[src/rtl/pipe2_pkg.sv]
package pipe2_pkg;
    localparam int XLEN    = 32;
    localparam int NREG    = 32;
    localparam int RIDX_W  = $clog2(NREG);
    localparam int OP_W    = 2;
    localparam int INSTR_W = OP_W + 3 * RIDX_W;

    typedef enum logic [OP_W-1:0] {
        OP_ADD = 2'b00,
        OP_BZ  = 2'b01,
        OP_LD  = 2'b10,
        OP_ST  = 2'b11
    } op_e;

    // Decoded template: add a=op1 b=op2; branch a=cond b=target;
    // load b=address; store a=value b=address.
    typedef struct packed {
        logic              valid;
        op_e               op;
        logic [RIDX_W-1:0] dst;
        logic [XLEN-1:0]   a;
        logic [XLEN-1:0]   b;
    } tmpl_t;
endpackage

[src/rtl/pipe2_regfile.sv]
module pipe2_regfile
    import pipe2_pkg::*;
(
    input  logic              clk,
    input  logic              rst_n,
    input  logic [RIDX_W-1:0] rx_idx,
    input  logic [RIDX_W-1:0] ry_idx,
    output logic [XLEN-1:0]   rx_val,
    output logic [XLEN-1:0]   ry_val,
    input  logic              wr_en,
    input  logic [RIDX_W-1:0] wr_idx,
    input  logic [XLEN-1:0]   wr_val
);
    logic [XLEN-1:0] regs_q [NREG];
    logic [XLEN-1:0] regs_d [NREG];

    // Reads see the contents before this cycle's write.
    assign rx_val = regs_q[rx_idx];
    assign ry_val = regs_q[ry_idx];

    always_comb begin
        for (int i = 0; i < NREG; i++) begin
            regs_d[i] = regs_q[i];
        end
        if (wr_en) begin
            regs_d[wr_idx] = wr_val;
        end
    end

    always_ff @(posedge clk) begin
        for (int i = 0; i < NREG; i++) begin
            if (!rst_n) begin
                regs_q[i] <= '0;
            end else begin
                regs_q[i] <= regs_d[i];
            end
        end
    end
endmodule

[src/rtl/pipe2_decode.sv]
module pipe2_decode
    import pipe2_pkg::*;
#(
    parameter bit BYPASS_EN = 1'b1
) (
    input  logic [INSTR_W-1:0] instr,
    output logic [RIDX_W-1:0]  rx_idx,
    output logic [RIDX_W-1:0]  ry_idx,
    input  logic [XLEN-1:0]    rx_val,
    input  logic [XLEN-1:0]    ry_val,
    input  logic               wb_en,
    input  logic [RIDX_W-1:0]  wb_idx,
    input  logic [XLEN-1:0]    wb_val,
    output tmpl_t              tmpl,
    output logic               stall
);
    localparam int FA_LO = 2 * RIDX_W;
    localparam int FB_LO = RIDX_W;

    op_e               op;
    logic [RIDX_W-1:0] fa;
    logic [RIDX_W-1:0] fb;
    logic [RIDX_W-1:0] fc;
    logic              uses_y;
    logic              hit_x;
    logic              hit_y;
    logic [XLEN-1:0]   x_val;
    logic [XLEN-1:0]   y_val;

    assign op = op_e'(instr[INSTR_W-1 -: OP_W]);
    assign fa = instr[FA_LO +: RIDX_W];
    assign fb = instr[FB_LO +: RIDX_W];
    assign fc = instr[0 +: RIDX_W];

    // Port X always reads field B; port Y reads C for add, A otherwise.
    assign rx_idx = fb;
    assign ry_idx = (op == OP_ADD) ? fc : fa;
    assign uses_y = (op != OP_LD);

    assign hit_x = wb_en && (wb_idx == rx_idx);
    assign hit_y = wb_en && (wb_idx == ry_idx) && uses_y;

    assign x_val = (BYPASS_EN && hit_x) ? wb_val : rx_val;
    assign y_val = (BYPASS_EN && hit_y) ? wb_val : ry_val;
    assign stall = !BYPASS_EN && (hit_x || hit_y);

    always_comb begin
        tmpl.valid = 1'b1;
        tmpl.op    = op;
        tmpl.dst   = fa;
        if (op == OP_ADD) begin
            tmpl.a = x_val;
            tmpl.b = y_val;
        end else begin
            tmpl.a = y_val;
            tmpl.b = x_val;
        end
    end
endmodule

[src/rtl/pipe2_exec.sv]
module pipe2_exec
    import pipe2_pkg::*;
(
    input  tmpl_t              ex,
    input  logic [XLEN-1:0]    dmem_rdata,
    output logic [XLEN-1:0]    dmem_addr,
    output logic [XLEN-1:0]    dmem_wdata,
    output logic               dmem_wen,
    output logic               wb_en,
    output logic [RIDX_W-1:0]  wb_idx,
    output logic [XLEN-1:0]    wb_val,
    output logic               taken,
    output logic [XLEN-1:0]    target
);
    assign dmem_addr  = ex.b;
    assign dmem_wdata = ex.a;
    assign dmem_wen   = ex.valid && (ex.op == OP_ST);

    assign wb_en  = ex.valid && ((ex.op == OP_ADD) || (ex.op == OP_LD));
    assign wb_idx = ex.dst;
    assign wb_val = (ex.op == OP_ADD) ? (ex.a + ex.b) : dmem_rdata;

    assign taken  = ex.valid && (ex.op == OP_BZ) && (ex.a == '0);
    assign target = ex.b;
endmodule

[src/rtl/pipe2_core.sv]
module pipe2_core
    import pipe2_pkg::*;
#(
    parameter bit BYPASS_EN = 1'b1
) (
    input  logic               clk,
    input  logic               rst_n,
    output logic [XLEN-1:0]    imem_addr,
    input  logic [INSTR_W-1:0] imem_rdata,
    output logic [XLEN-1:0]    dmem_addr,
    input  logic [XLEN-1:0]    dmem_rdata,
    output logic [XLEN-1:0]    dmem_wdata,
    output logic               dmem_wen
);
    typedef struct packed {
        logic [XLEN-1:0] pc;
        tmpl_t           ex;
    } state_t;

    state_t            st_d;
    state_t            st_q;

    logic [RIDX_W-1:0] rx_idx;
    logic [RIDX_W-1:0] ry_idx;
    logic [XLEN-1:0]   rx_val;
    logic [XLEN-1:0]   ry_val;
    logic              wb_en;
    logic [RIDX_W-1:0] wb_idx;
    logic [XLEN-1:0]   wb_val;
    logic              br_taken;
    logic [XLEN-1:0]   br_target;
    logic              dec_stall;
    tmpl_t             dec_tmpl;

    assign imem_addr = st_q.pc;

    pipe2_regfile u_rf (
        .clk    (clk),
        .rst_n  (rst_n),
        .rx_idx (rx_idx),
        .ry_idx (ry_idx),
        .rx_val (rx_val),
        .ry_val (ry_val),
        .wr_en  (wb_en),
        .wr_idx (wb_idx),
        .wr_val (wb_val)
    );

    pipe2_decode #(.BYPASS_EN(BYPASS_EN)) u_dec (
        .instr  (imem_rdata),
        .rx_idx (rx_idx),
        .ry_idx (ry_idx),
        .rx_val (rx_val),
        .ry_val (ry_val),
        .wb_en  (wb_en),
        .wb_idx (wb_idx),
        .wb_val (wb_val),
        .tmpl   (dec_tmpl),
        .stall  (dec_stall)
    );

    pipe2_exec u_ex (
        .ex         (st_q.ex),
        .dmem_rdata (dmem_rdata),
        .dmem_addr  (dmem_addr),
        .dmem_wdata (dmem_wdata),
        .dmem_wen   (dmem_wen),
        .wb_en      (wb_en),
        .wb_idx     (wb_idx),
        .wb_val     (wb_val),
        .taken      (br_taken),
        .target     (br_target)
    );

    always_comb begin
        st_d = st_q;
        if (br_taken) begin
            st_d.pc       = br_target;
            st_d.ex.valid = 1'b0;
        end else if (dec_stall) begin
            st_d.ex.valid = 1'b0;
        end else begin
            st_d.ex = dec_tmpl;
            st_d.pc = st_q.pc + 1'b1;
        end
    end

    always_ff @(posedge clk) begin
        if (!rst_n) begin
            st_q <= '0;
        end else begin
            st_q <= st_d;
        end
    end
endmodule

[config.mk]
export PLATFORM = sky130hd
export DESIGN_NAME = pipe2_core
export DESIGN_NICKNAME = d
export VERILOG_FILES = /design/src/rtl/pipe2_pkg.sv /design/src/rtl/pipe2_regfile.sv /design/src/rtl/pipe2_decode.sv /design/src/rtl/pipe2_exec.sv /design/src/rtl/pipe2_core.sv
export SDC_FILE = /design/constraint.sdc
export NUM_CORES = 2
export LEC_CHECK = 0
export ABC_AREA = 0
export BUFFER_PORTS_ARGS = -buffer_cell sky130_fd_sc_hd__buf_2
export CAP_MARGIN = 20
export CORE_ASPECT_RATIO = 2
export CORE_MARGIN = 2
export CORE_UTILIZATION = 50
export DETAILED_ROUTE_END_ITERATION = 10
export GPL_TIMING_DRIVEN = 0
export PLACE_DENSITY = 0.71
export SLEW_MARGIN = 20
export SYNTH_ARGS = -nofsm -noshare
export SYNTH_HDL_FRONTEND = slang
export SYNTH_SLANG_ARGS = --single-unit
export TNS_END_PERCENT = 20
[constraint.sdc]
create_clock -name clk -period 6.5 [get_ports clk]
set_input_delay 0 -clock clk [delete_from_list [all_inputs] [get_ports clk]]
set_output_delay 0 -clock clk [all_outputs]
set_load 0.005 [all_outputs]
==> out/results.ini, run 1 <==
[synthesis]
ys_seq_area_frac = 0.3809
ys.flop_type = dfxtp_1
synth_area_per_cell_um2 = 9.196
syn_inst = 6447
synth_seq_cells = 1128
synthDistinctLibCells = 84
ys_async_sr_fraction = 0
synth_edf_count = 0
synth_nets = 6531
ys_warn_count = 0
syn-cell-area_um2 = 59280

[placed_design]
gp_congestion = 1.226
dpl.cell_count = 8172
post_dp_cell_area_um2 = 63430
io_buffers = 142
dpl.hpwl_mm = 331.0

[outcome]
stop_error = [ERROR GRT-0116] Global routing finished with congestion. Check the congestion regions in the DRC Viewer.
lastStage = global routing
status = aborted with a tool error

[global_routing]
grt_util_all_layers = 0.8719
gr-total-overflow = 5045
grt_pass1_vias = 78130
grt_start_max_net_pins = 17
grt_pass1_wl_mm = 767.7

[clocking]
post_cts_buffers = 0
clockBufferDepth = 3
root_buffer = clkbuf_16
cts_sinks = 1128
numCtsBuffers = 103
cts-resized-gates = 0
cts_max_level = 3

[floorplanning]
die_x_um = 247.5
io_pins = 148
die_h_um = 491.0
initial_core_util = 0.5041
fp-row-count = 178

==> cell families after synthesis <==
kind of cell / count (synthesis) / synth area share
muxes: 583 / 0.1978
DFF: 1128 / 0.3809
and+or+nand+nor: 2077 / 0.1453
adders and majority gates: 33 / 0.007091
buffers and inverters: 812 / 0.06279
AOI/OAI and AO/OA: 1757 / 0.1978
xor gates and xnor gates: 57 / 0.008421
==> timing repair <==
| action | CTS |
|---|---|
| endpoints found under the hold margin | 101 |
| hold buffers | 37 |
| setup endpoints to repair | 0 |
==> per-layer routing <==
metal / overflow / GRT usage
met5: 21 / 0.4951
met4: 1395 / 0.9048
met3: 161 / 0.7339
met2: 3325 / 1.042
met1: 143 / 0.8292
==> Yosys cell counts, types with 54 or more instances <==
library cell,n,area [um^2]
dfxtp_1,1128,22580
nor2_1,964,3618
a211oi_1,771,5788
nand2_1,727,2729
clkbuf_1,479,1798
mux4_2,467,10520
a21oi_1,409,2047
o21ai_0,232,1161
nand3_1,124,620.6
buf_2,122,610.6
buf_4,115,863.3
and3_1,89,556.8
mux2i_1,80,800.8
a311oi_1,78,683.2
a31oi_1,73,456.7
buf_1,70,262.8
nor3_1,54,270.3
==> through the flow <==
step / setup TNS [ns] / setup WS [ns]
CTS: 0 / 0.5673
detailed placement: 0 / 0.5810
global placement: -87.14 / -1.466
floorplan: 0 / 3.457
==> run 2: changes to the inputs <==
--- a/config.mk
+++ b/config.mk
@@ -8,12 +8,11 @@
 export ABC_AREA = 0
 export BUFFER_PORTS_ARGS = -buffer_cell sky130_fd_sc_hd__buf_2
 export CAP_MARGIN = 20
-export CORE_ASPECT_RATIO = 2
 export CORE_MARGIN = 2
-export CORE_UTILIZATION = 50
+export CORE_UTILIZATION = 35
 export DETAILED_ROUTE_END_ITERATION = 10
 export GPL_TIMING_DRIVEN = 0
-export PLACE_DENSITY = 0.71
+export PLACE_DENSITY_LB_ADDON = 0.15
 export SLEW_MARGIN = 20
 export SYNTH_ARGS = -nofsm -noshare
 export SYNTH_HDL_FRONTEND = slang
==> out/results.ini, run 2 <==
[outcome]
status = complete, no violations

[placed_design]
io_buffers = 142  ; unchanged
dpl.hpwl_mm = 300.3  ; -9.3%
gp_congestion = 1.068  ; -13%

[synthesis]
ys_seq_area_frac = 0.3809  ; unchanged
synth_area_per_cell_um2 = 9.196  ; unchanged
ys.flop_type = dfxtp_1
ys_warn_count = 0  ; unchanged
synth_nets = 6531  ; unchanged
ys_async_sr_fraction = 0  ; unchanged
synthTopCellsByArea = dfxtp_1 (38%), mux4_2 (18%), a211oi_1 (9.8%), nor2_1 (6.1%), nand2_1 (4.6%)
synth_top_area_cell = dfxtp_1
yosysTopAreaCellShare = 0.3809  ; unchanged
syn_inst = 6447  ; unchanged
syn-cell-area_um2 = 59280  ; unchanged
synthDistinctLibCells = 84  ; unchanged
synth_seq_cells = 1128  ; unchanged
synth_edf_count = 0  ; unchanged
synth_most_common_cell = dfxtp_1
ys_top_cells_by_count = dfxtp_1 (1128), nor2_1 (964), a211oi_1 (771)

[global_routing]
grt_util_all_layers = 0.4438
grt_pass1_wl_mm = 515.5
antenna_found_initial = 34
grt_start_max_net_pins = 17
gr-total-overflow = 0
grt_pass1_vias = 55930

[layout]
largest_reg_flops = 1024
layout_commonest_cell = dfxtp_1
regMostFlops = u_rf.regs_q
layout-drive-gt1-share = 0.1875
num-nets-final = 6899
final_util = 0.4079
syn2layout_area_growth_pct = 16.21
final_cell_mix = dfxtp_1 (1128), nor2_1 (961), a211oi_1 (771)

[floorplanning]
die_x_um = 415.6  ; +68%
core_um2 = 168900
io_pins = 148  ; unchanged
die_h_um = 415.6  ; -15%
die-area_um2 = 172700
fp-row-count = 151  ; -15%
initial_core_util = 0.3510  ; -0.1532

[clocking]
root_buffer = clkbuf_16
cts-resized-gates = 0  ; unchanged
cts_tree = yes
cts_sinks = 1128  ; unchanged
cts_max_level = 4  ; +1
numCtsBuffers = 136  ; +32%
clockBufferDepth = 3  ; unchanged
clock_latency_ns = 0.82
clk_pin_slew_ns = 0.06

[pwr]
power_leakage_nw = 23.20
worst_ir_drop_vdd_mv = 0.2338
seqPwrFrac = 0.391
netSwitchingFraction = 0.3298
power.density_nw_per_um2 = 264.3
p_switching_mw = 6.006
clockPowerShare = 0.431
p_comb_frac = 0.178
totalPowerFinal_mw = 18.21
internal_power_mw = 12.20

[timing]
tns_ns = 0
finalCritPeriodShare = 0.9360
finalCriticalPeriod_ns = 6.084
drv_slew = 0
timing.fmax_mhz = 164.4
hold_viol_final = 0
slew_headroom = 0.1189
finalSetupViolations = 0
tightest_slew_ns = 1.322
skew_ns = 0.02894
rsz0062_at_grt = no

[setup_path]
worstPathMaxFanout = 10
critPathMostFrequentCell = buf_2
end_kind = flip-flop
worstSetupPathType = input port to flip-flop
critPathArrivalTime_ns = 6.74
startpoint_type = input port
required_ns = 7.16
cp_slowest_cell = or3b_1
crit_chain = dlygate4sd3_1 -> buf_2 -> buf_2 -> or3b_1 -> and2_1 -> buf_2 -> buf_4 -> buf_2 -> buf_2 -> buf_2 -> a31o_2 -> mux2i_1 -> o311ai_0 -> nand2_1
slowest_delay_ns = 0.87

[detailed_routing]
drt_iter0_markers = 10580
ant_nets = 0
vias = 62670
first_pass_iters = 7
via_per_inst = 6.823
wl_per_cell_um = 43.20
drc = 0
routed_wl_mm = 396.8

[job]
cap_viol_max_count = 0

[min_path]
holdCritPathClass = input port to flip-flop

run 2: power by group through the flow:
stage / Combinational [mW] / Clock (mW) / Sequential (mW)
after floorplan: 1.31 / 0 / 7.20
after global placement: 2.83 / 0 / 7.26
after detailed placement: 2.94 / 0 / 7.26
after CTS: 2.96 / 7.79 / 7.11
after global routing: 3.12 / 8.06 / 7.12
final: 3.24 / 7.85 / 7.12
run 2: worst paths after layout:
path,end,start,slack (ns),cells past startpoint
max reg2reg,u_rf.regs_q[5][8]$_SDFFE_PN0P_,st_q[70]$_SDFFE_PN0N_,1.29,10
min,st_q[66]$_SDFFE_PN0N_,imem_rdata[12],0.05,4
min reg2reg,u_rf.regs_q[24][2]$_SDFFE_PN0P_,u_rf.regs_q[24][2]$_SDFFE_PN0P_,0.47,2
max,st_q[12]$_SDFFE_PN0N_,imem_rdata[16],0.42,14
run 2: through the flow:
step / instances / worst slack (ns) / cell area [um^2] / hold WS (ns)
2_1_floorplan: 6447 / 3.457 / 59280 / 0.1405
3_3_place_gp: 8807 / -0.03595 / 62770 / 0.2893
3_5_place_dp: 8858 / 0.8749 / 64000 / 0.2891
4_1_cts: 9130 / 1.156 / 68740 / 0.009153
5_1_grt: 9132 / 0.9401 / 68760 / 0.04032
6_report: 9185 / 0.4162 / 68900 / 0.04513
run 2: what timing repair did:
action                    4_1_cts  5_1_grt
setup buffers                   0        0
hold endpoints to repair      106        0
hold buffers                   37        0
run 2: cell type report:
class	count	area, um^2
fillers	16930	100000
clock buffers	190	3857
multi-input cells	4507	33160
plain buffers	798	3770
well taps	2218	2775
repair buffers	230	2044
inverters	14	52.55
clock inverters	45	514.2
flip-flops and latches	1128	22580
diodes	55	137.6
run 2: worst max-delay path, delay by kind of cell:
family          cells  cell delay [ns]
mux                 1             0.22
buf+inv             8             4.09
simple gates        3             1.21
compound gates      2             1.16
run 2: metal layers:
layer	global-route usage	wire [um]	up-vias
met3	0.2201	59750	1291
met2	0.6023	156600	5722
met5	0.01973	584	-
met1	0.5193	141600	30980
met4	0.3666	38140	24
li1	-	-	24650
run 2: kinds of logic after synthesis:
logic type / synth area share
AND/OR/NAND/NOR: 0.1453
multiplexers: 0.1978
XOR/XNOR: 0.008421
flip-flops: 0.3809
buffers and inverters: 0.06279
adder cells (fa/ha/maj): 0.007091
AO/OA/AOI/OAI: 0.1978
Power figures use the tool's default switching activity.
